==> config.mk <==
export PLATFORM = sky130hd
export DESIGN_NAME = wake_irq_ctrl
export DESIGN_NICKNAME = d
export VERILOG_FILES = /design/src/rtl/wake_irq_pkg.sv /design/src/rtl/wk_sync.sv /design/src/rtl/wk_trig_match.sv /design/src/rtl/wk_group_irq.sv /design/src/rtl/wake_irq_ctrl.sv
export SDC_FILE = /design/constraint.sdc
export NUM_CORES = 1
export LEC_CHECK = 0
export CELL_PAD_IN_SITES_DETAIL_PLACEMENT = 0
export CELL_PAD_IN_SITES_GLOBAL_PLACEMENT = 1
export CORE_ASPECT_RATIO = 1.25
export CORE_MARGIN = 3
export CORE_UTILIZATION = 49
export CTS_CLUSTER_SIZE = 25
export DETAILED_ROUTE_END_ITERATION = 16
export GPL_ROUTABILITY_DRIVEN = 0
export PLACE_DENSITY_LB_ADDON = 0.1
export SYNTH_ARGS = -nofsm -noshare
export SYNTH_HDL_FRONTEND = slang
export SYNTH_HIERARCHICAL = 1
export SYNTH_SLANG_ARGS = --single-unit
==> constraint.sdc <==
create_clock -name clk -period 4.1 [get_ports clk]
set_clock_uncertainty 0.15 [all_clocks]
set_input_delay 0.615 -clock clk [delete_from_list [all_inputs] [get_ports clk]]
set_output_delay 0.615 -clock clk [all_outputs]
set_load 0.05 [all_outputs]
==> src/rtl/wake_irq_pkg.sv <==
package wake_irq_pkg;
  localparam int NUM_LINES     = 28;
  localparam int NUM_GROUPS    = 4;
  localparam int CODE_W        = 4;
  localparam int LINES_PER_CFG = 16;
  localparam int CFG_LO_W      = (LINES_PER_CFG / 2) * CODE_W;
  localparam int CFG_HI_W      = ((NUM_LINES - LINES_PER_CFG + 1) / 2) * CODE_W;

  typedef enum logic [3:0] {
    TRIG_LOW  = 4'd0,
    TRIG_HIGH = 4'd1,
    TRIG_FALL = 4'd2,
    TRIG_RISE = 4'd4,
    TRIG_BOTH = 4'd6
  } trig_e;

  typedef enum logic [1:0] {
    REG_CFG_LO = 2'd0,
    REG_CFG_HI = 2'd1,
    REG_MASK   = 2'd2,
    REG_PEND   = 2'd3
  } reg_sel_e;

  // First line of each parent group; group g ends where group g+1 starts.
  function automatic int group_base(input int g);
    case (g)
      0: return 0;
      1: return 4;
      2: return 12;
      3: return 20;
      default: return NUM_LINES;
    endcase
  endfunction

  function automatic logic [NUM_LINES-1:0] group_span(input int g);
    logic [NUM_LINES-1:0] span;
    for (int i = 0; i < NUM_LINES; i++)
      span[i] = (i >= group_base(g)) && (i < group_base(g + 1));
    return span;
  endfunction
endpackage

==> src/rtl/wk_sync.sv <==
module wk_sync #(
  parameter int   WIDTH   = 28,
  parameter int   STAGES  = 2,
  parameter logic RST_VAL = 1'b1
) (
  input  logic             clk,
  input  logic             rst,
  input  logic [WIDTH-1:0] d,
  output logic [WIDTH-1:0] q,
  output logic [WIDTH-1:0] q_prev
);
  logic [WIDTH-1:0] chain [STAGES];
  logic [WIDTH-1:0] last;

  always_ff @(posedge clk) begin
    if (rst) begin
      for (int s = 0; s < STAGES; s++) chain[s] <= {WIDTH{RST_VAL}};
      last <= {WIDTH{RST_VAL}};
    end else begin
      chain[0] <= d;
      for (int s = 1; s < STAGES; s++) chain[s] <= chain[s-1];
      last <= chain[STAGES-1];
    end
  end

  assign q      = chain[STAGES-1];
  assign q_prev = last;
endmodule

==> src/rtl/wk_trig_match.sv <==
module wk_trig_match
  import wake_irq_pkg::*;
(
  input  logic [CODE_W-1:0] code,
  input  logic              cur,
  input  logic              prev,
  output logic              hit
);
  always_comb begin
    case (code)
      TRIG_LOW:  hit = ~cur;
      TRIG_HIGH: hit = cur;
      TRIG_FALL: hit = prev & ~cur;
      TRIG_RISE: hit = ~prev & cur;
      TRIG_BOTH: hit = prev ^ cur;
      default:   hit = 1'b0;
    endcase
  end
endmodule

==> src/rtl/wk_group_irq.sv <==
module wk_group_irq
  import wake_irq_pkg::*;
(
  input  logic                  clk,
  input  logic                  rst,
  input  logic [NUM_LINES-1:0]  pend,
  input  logic [NUM_LINES-1:0]  mask,
  output logic [NUM_GROUPS-1:0] irq
);
  for (genvar g = 0; g < NUM_GROUPS; g++) begin : g_grp
    localparam logic [NUM_LINES-1:0] SPAN = group_span(g);
    always_ff @(posedge clk) begin
      if (rst) irq[g] <= 1'b0;
      else     irq[g] <= |(pend & ~mask & SPAN);
    end
  end
endmodule

==> src/rtl/wake_irq_ctrl.sv <==
module wake_irq_ctrl
  import wake_irq_pkg::*;
#(
  parameter int   DATA_W      = 32,
  parameter int   SYNC_STAGES = 2,
  parameter logic SYNC_RST    = 1'b1
) (
  input  logic                  clk,
  input  logic                  rst,
  input  logic [NUM_LINES-1:0]  wake_in,
  input  logic                  bus_wen,
  input  logic [1:0]            bus_addr,
  input  logic [DATA_W-1:0]     bus_wdata,
  output logic [DATA_W-1:0]     bus_rdata,
  output logic [NUM_GROUPS-1:0] irq_o
);
  logic [CFG_LO_W-1:0]  cfg_lo_q;
  logic [CFG_HI_W-1:0]  cfg_hi_q;
  logic [NUM_LINES-1:0] mask_q;
  logic [NUM_LINES-1:0] pend_q;
  logic [NUM_LINES-1:0] sync_cur;
  logic [NUM_LINES-1:0] sync_prev;
  logic [NUM_LINES-1:0] hit;
  logic [NUM_LINES-1:0] clr;

  wk_sync #(.WIDTH(NUM_LINES), .STAGES(SYNC_STAGES), .RST_VAL(SYNC_RST)) u_sync (
    .clk(clk), .rst(rst), .d(wake_in), .q(sync_cur), .q_prev(sync_prev)
  );

  for (genvar n = 0; n < NUM_LINES; n++) begin : g_line
    logic [CODE_W-1:0] code;
    if (n < LINES_PER_CFG) begin : g_lo
      assign code = cfg_lo_q[CODE_W*(n/2) +: CODE_W];
    end else begin : g_hi
      assign code = cfg_hi_q[CODE_W*((n-LINES_PER_CFG)/2) +: CODE_W];
    end
    wk_trig_match u_match (
      .code(code), .cur(sync_cur[n]), .prev(sync_prev[n]), .hit(hit[n])
    );
  end

  assign clr = (bus_wen && bus_addr == REG_PEND) ? bus_wdata[NUM_LINES-1:0] : '0;

  always_ff @(posedge clk) begin
    if (rst) begin
      cfg_lo_q <= '0;
      cfg_hi_q <= '0;
      mask_q   <= '1;
      pend_q   <= '0;
    end else begin
      if (bus_wen && bus_addr == REG_CFG_LO) cfg_lo_q <= bus_wdata[CFG_LO_W-1:0];
      if (bus_wen && bus_addr == REG_CFG_HI) cfg_hi_q <= bus_wdata[CFG_HI_W-1:0];
      if (bus_wen && bus_addr == REG_MASK)   mask_q   <= bus_wdata[NUM_LINES-1:0];
      // a live condition wins over a clear in the same cycle
      pend_q <= (pend_q & ~clr) | hit;
    end
  end

  always_ff @(posedge clk) begin
    if (rst) bus_rdata <= '0;
    else begin
      case (bus_addr)
        REG_CFG_LO: bus_rdata <= DATA_W'(cfg_lo_q);
        REG_CFG_HI: bus_rdata <= DATA_W'(cfg_hi_q);
        REG_MASK:   bus_rdata <= DATA_W'(mask_q);
        default:    bus_rdata <= DATA_W'(pend_q);
      endcase
    end
  end

  wk_group_irq u_grp (
    .clk(clk), .rst(rst), .pend(pend_q), .mask(mask_q), .irq(irq_o)
  );
endmodule

==> metrics.md, run 1 <==
| Metric | Value |
|---|---|
| Outcome | `completed` |
| Req. time, crit path | `3.34 ns` |
| Largest net degree at the start of global routing | `111` |
| CTS Buffer Depth | `3` |
| Gr usage total | `0.200` |
| Antenna diode count | `0` |
| Post-Syn Area | `11800 um2` |
| Yosys warns | `6` |
| Via count | `8141` |
| Die H | `179 um` |
| Fillers | `2022` |
| CP startpoint | `bus_rdata[5]` |
| Row count | `62` |
| Vias per cell | `5.19` |
| Die ar. | `25900 um2` |
| Final ANT Viol Nets | `0` |
| Worst Slack Setup Final | `1.63 ns` |
| Critical-path top delay cell | `clkdlybuf4s50_1` |
| Initial Utilization | `0.505` |
| Vias in the first global route | `7915` |
| Initial antenna violation count | `0` |
| Reg-to-Reg Start | `u_sync/chain[0][44]` |
| DRC errors left | `0` |
| Crit path depth | `1` |
| Synth area leaders | `dfxtp_1 (40%), mux2i_1 (12%), nand2b_1 (7.8%)` |
| Crit path arrival time | `1.70 ns` |
| Max Cap Viol | `0` |
| Netlist cell types | `34` |
| Area share of the leading cell type in the synthesized netlist | `0.395` |
| DP HPWL | `17.6 mm` |
| Cell Pwr Density | `409 nW/um2` |
| Max Slew Vio Count | `0` |
| Tmin final | `2.47 ns` |
| Setup-failing EPs final | `0` |
| Detailed Routing Iterations Pass 1 | `4` |
| CTS resizes | `0` |
| Drt first-iter violations | `342` |
| Leak Pwr | `0.00553 uW` |
| Hold-fix buffers at CTS | `0` |
| Post-CTS Setup Inserts | `0` |
| CP Capture Type | `output port` |
| CP delay by family, top | `buffers and inverters` |
| Seq/Total Area, Yosys | `0.395` |
| Worst Hold Path Cells | `1` |
| Max-slew headroom | `0.289` |
| Clock Sinks | `232` |
| Synth area leader | `dfxtp_1` |
| H-tree Lvls | `1` |
| CTS tree | `built` |
| Setup_tns | `0 ns` |
| Overflow after GRT | `0` |
| Worst-path fanout max | `1` |
| Post-placement setup slack | `1.13 ns` |
| Chip width | `145 um` |
| Hold Path Class | `reg -> reg` |
| Clock root cell | `clkbuf_16` |
| Number of port buffers | `100` |
| Critical setup path kind | `reg -> out` |
| WL final | `25.8 mm` |
| Global-route wire length before repair | `41.3 mm` |
| Layout cell share with drive strength beyond 1 | `0.0881` |
| Mapped Avg Cell Area | `9.67 um2` |
| Cells after Synth | `1216` |
| Mapped Nets | `1337` |
| Post-DR wirelength/cell | `16.5 um` |
| Final Hold Vio Count | `0` |
| Min-delay src | `u_sync/chain[0][7]` |
| Least-Margin Pin Slew | `1.07 ns` |
| CP Launch Type | `flop` |
| Worst vdd ir | `0.000290 V` |
| Tcrit/Tclk final | `0.602` |
| Maximum clock rate | `405 MHz` |
| Synthesized flop and latch total | `232` |
| CP peak stage delay | `0.82 ns` |
| Clk slew on worst S/H paths | `0.06 ns` |
| Worst-path cell chain | `clkdlybuf4s50_1` |
| RSZ-0062 raised after global routing | `no` |
| Nets | `1385` |
| R2r worst-path depth | `7` |
| Cts bufs inserted | `25` |
| Buf/Inv on CP | `1` |
| Core ar. | `23300 um2` |
| Clock Latency Late Sink | `0.52 ns` |
| I/O pin total | `101` |
| Area growth from synthesis to layout | `14.3%` |
## area by class of cell
class	count	area [um2]	area share
clock inverters	12	160	0.0119
well taps	288	360	0.0268
inverters	130	488	0.0363
repair buffers	105	1050	0.0781
clock buffers	33	716	0.0532
multi-input cells	770	6020	0.448
flip-flops and latches	232	4640	0.346
## through the flow
stage	std cells	util	power, uW	cell area, um2	hold slack (ns)
CTS	1570	0.578	5570	13400	0.255
detailed placement	1525	0.540	3160	12600	0.241
global placement	1525	0.540	3150	12600	0.236
finish	1570	0.578	5490	13400	0.252
global route	1570	0.578	5720	13400	0.266
floorplan	1216	-	2950	11800	0.233
## power by group
group | internal [uW] | total, uW | switching [uW]
registers | 2370 | 2470 | 103
clock network | 1470 | 2390 | 917
logic | 299 | 633 | 334
total | 4140 | 5490 | 1350
## layer usage
layer	part of all wire	vias up	global-route usage
li1	-	4157	-
met1	0.45	3817	0.260
met2	0.48	123	0.339
met3	0.046	44	0.0320
met4	0.027	0	0.0587
met5	0	-	0
## placed cells by master (no fill, tap or decap), drive strengths merged, types with 8 or more instances in the layout
cell	count
a311oi	28
a311o	28
ha	56
clkinv	8
nor4b	28
nand2b	146
inv	130
nor2	112
mux2i	136
or2	85
a2111oi	31
and2b	28
clkbuf	33
dfxtp	232
o22ai	24
clkdlybuf4s50	98
nor2b	37
## Yosys cell counts
cell / count
or2b_1: 1
clkbuf_4: 1
nor2b_1: 34
a211oi_1: 4
ha_1: 56
and2_1: 4
a311o_1: 28
buf_6: 20
a311oi_2: 1
mux2i_1: 136
nand2b_1: 146
a31oi_1: 4
inv_1: 130
a311oi_1: 27
nand3b_1: 1
dfxtp_1: 232
nor2_1: 112
and3_1: 1
buf_4: 33
nor3_1: 1
or3b_4: 1
and3b_2: 2
nor3b_2: 1
or2_1: 61
a21boi_0: 4
and2b_1: 28
a22oi_1: 7
clkbuf_1: 19
o22ai_1: 24
or2_2: 24
a2111oi_2: 31
nor2b_4: 3
buf_2: 11
nor4b_1: 28
## kinds of logic after synthesis
logic type               Yosys count  synth area share
AND/OR/NAND/NOR                  448             0.227
AO/OA/AOI/OAI                    130             0.109
flip-flops                       232             0.395
multiplexers                     136             0.116
adder cells (fa/ha/maj)           56            0.0596
buffers and inverters            214            0.0931
## worst reg2reg max path, cell delays in order, from the launching register on
cell       delay, ns
dfxtp_1         0.37
inv_1           0.06
ha_1            0.28
nand2b_1        0.15
a2111oi_2       0.32
a311o_1         0.36
inv_1           0.07
a311oi_1        0.24
## worst paths after layout
check	to	slack (ns)
setup reg to reg	pend_q[16]	2.02
hold reg to reg	u_sync/chain[0][35]	0.25
hold / removal	u_sync/chain[0][35]	0.25
setup / recovery	bus_rdata[5]	1.63
## flip-flops by register name, summed over array words and instances, names as in the netlist
signal	flops
u_grp/irq	4
cfg_hi_q	24
u_sync/q_prev	28
bus_rdata	32
u_sync/chain	56
mask_q	28
pend_q	28
cfg_lo_q	32
Power figures use the tool's default switching activity.
==> run 2, diff against run 1 <==
Settings changed: CORE_UTILIZATION 49 to 41.
Clock period 4.1 ns to 2.25 ns, I/O delays scaled along.
==> run 2 against run 1 <==
  * Sequential share of layout area fell by 0.58 points
  * Wire length grew 8.9%
  * Via count grew 1.6%
  * Final cell count is 4.8% higher
  * Count of clock-buffer cells in the layout up 4
  * Sequential power up 83%
  * Register-to-register slack got worse by 1.8 ns
  * Flip-flop and latch count did not move
  * Clock power rose by 73%
  * Utilization is 8.8 points lower
  * Critical endpoint is now bus_rdata[23]
  * Largest power group unchanged
==> metrics.md, run 2 (same netlist as run 1, synthesis figures left out) <==
| Metric | Value |
|---|---|
| Area growth from synthesis to layout | `16.3%` |
| Final design utilization | `0.490` |
| Initial antenna violation count | `0` |
| Drt first-iter violations | `378` |
| CTS Buffer Depth | `3` |
| Setup-failing EPs final | `0` |
| CP peak stage delay | `0.81 ns` |
| Worst Slack Setup Final | `0.0613 ns` |
| DRC errors left | `0` |
| Outcome | `completed` |
| Core ar. | `27900 um2` |
| CP Launch Type | `flop` |
| Max Cap Viol | `0` |
| Nets | `1402` |
| Hold Path Class | `in -> reg` |
| CP Capture Type | `output port` |
| Commonest non-fill, non-tap cell in the layout | `dfxtp_1` |
| Post-DR wirelength/cell | `17.1 um` |
| WL final | `28.1 mm` |
| Most frequent cells in the layout | `dfxtp_1 (232), nand2b_1 (146), mux2i_1 (136)` |
| CTS tree | `built` |
| Tmin final | `2.19 ns` |
| Clock Sinks | `232` |
| Final ANT Viol Nets | `0` |
| Clock network power share | `0.421` |
| Crit path depth | `1` |
| Vias per cell | `5.03` |
| Die H | `195 um` |
| R2r setup slk | `0.27 ns` |
| Biggest regs | `u_sync/chain (56), bus_rdata (32), cfg_lo_q (32)` |
| Switching power | `2470 uW` |
| Post-CTS Setup Inserts | `0` |
| CTS resizes | `0` |
| Reg power frac | `0.458` |
| Final Hold Vio Count | `0` |
| Most flop-heavy register | `u_sync/chain` |
| H-tree Lvls | `1` |
| Cell-internal power | `7380 uW` |
| CP startpoint | `bus_rdata[23]` |
| Largest register FFs | `56` |
| Worst-path cell chain | `clkdlybuf4s50_1` |
| Crit path to | `bus_rdata[23]` |
| Overflow after GRT | `0` |
| Number of port buffers | `100` |
| Via count | `8270` |
| Buf/Inv on CP | `1` |
| Req. time, crit path | `1.76 ns` |
| Net Sw Frac | `0.251` |
| Antenna diode count | `0` |
| R2r worst-path depth | `7` |
| Post-route insts no fill | `1645` |
| Max Slew Vio Count | `0` |
| Critical-path top delay cell | `clkdlybuf4s50_1` |
| Crit path arrival time | `1.70 ns` |
| Worst vdd ir | `0.000468 V` |
| DP HPWL | `20.1 mm` |
| Max-slew headroom | `0.643` |
| Dpl cell area | `12900 um2` |
| Global-route wire length before repair | `45.0 mm` |
| Hold-fix buffers at CTS | `0` |
| Layout cell share with drive strength beyond 1 | `0.0934` |
| RSZ-0062 raised after global routing | `no` |
| Cell Pwr Density | `720 nW/um2` |
| I/O pin total | `101` |
| Worst-path fanout max | `1` |
| Clock root cell | `clkbuf_16` |
| Initial Utilization | `0.421` |
| Gr usage total | `0.183` |
| Cts bufs inserted | `26` |
| Least-Margin Pin Slew | `0.535 ns` |
| Setup_tns | `0 ns` |
| Detailed Routing Iterations Pass 1 | `5` |
| Leak Pwr | `0.00559 uW` |
| CP delay by family, top | `buffers and inverters` |
| Critical setup path kind | `reg -> out` |
| Worst Hold Path Cells | `3` |
| Clk slew on worst S/H paths | `0.06 ns` |
| # placed instances | `1603` |
| Post-placement setup slack | `0.250 ns` |
| Reg-to-Reg Start | `u_sync/chain[0][45]` |
| Largest net degree at the start of global routing | `61` |
| Comb pwr share | `0.121` |
| Clock Latency Late Sink | `0.53 ns` |
| Row count | `68` |
| Chip width | `157 um` |
| Final instance area | `13700 um2` |
| RR Endpoint | `pend_q[17]` |
| Maximum clock rate | `457 MHz` |
| Tcrit/Tclk final | `0.973` |
| Vias in the first global route | `8038` |
| Die ar. | `30800 um2` |
run 2: cell types whose count changed in the layout (fill, tap and decap cells not counted):
cell        previous run  this run
clkinvlp_4             0         1
bufinv_16              4         2
buf_4                  5        14
clkbuf_16             25        27
clkbuf_1               2         7
clkinv_2               8         2
clkbuf_8               6         3
buf_12                 1         8
run 2: worst min path at each step:
stage | startpoint | end | slack, ns
2_1_floorplan | u_sync/chain[0][0] | u_sync/chain[0][28] | 0.23
3_3_place_gp | u_sync/chain[0][1] | u_sync/chain[0][29] | 0.24
3_5_place_dp | u_sync/chain[0][16] | u_sync/chain[0][44] | 0.24
4_1_cts | bus_addr[1] | bus_rdata[23] | 0.10
5_1_grt | bus_addr[1] | bus_rdata[23] | 0.14
6_report | bus_addr[1] | bus_rdata[23] | 0.12
run 2: layout make-up:
class                      count  area (um2)
timing repair buffer         121        1260
clock inverter                 5        77.6
clock buffer                  37         743
sequential                   232        4640
tap                          350         438
fill                        2665       14200
inverter                     130         488
multi-input combinational    770        6020
run 2: power by group through the flow:
| stage | Sequential [uW] | Clock (uW) | Combinational (uW) |
|---|---|---|---|
| final | 4510 | 4140 | 1200 |
| after floorplan | 4650 | 0 | 734 |
| after CTS | 4520 | 4270 | 1210 |
| after detailed placement | 4610 | 0 | 1210 |
| after global routing | 4540 | 4440 | 1320 |
| after global placement | 4610 | 0 | 1200 |
run 2: stage by stage:
| step | hold slack, ns | power, uW |
|---|---|---|
| after global placement | 0.235 | 5800 |
| after CTS | 0.101 | 10000 |
| after floorplan | 0.233 | 5380 |
| after global routing | 0.136 | 10300 |
| final | 0.121 | 9850 |
| after detailed placement | 0.239 | 5810 |
run 2: per-layer routing:
| layer | share of wire | vias to the layer above | GRT usage |
|---|---|---|---|
| met3 | 0.033 | 31 | 0.0237 |
| met2 | 0.48 | 123 | 0.308 |
| met4 | 0.021 | 0 | 0.0428 |
| met1 | 0.47 | 3927 | 0.250 |
| met5 | 0 | - | 0 |
| li1 | - | 4189 | - |
==> run 3, diff against run 2 <==
Settings changed: SLEW_MARGIN set to 10.
==> results of run 3 <==
Same layout as run 2: the final DEF is identical, and so are final timing and power.
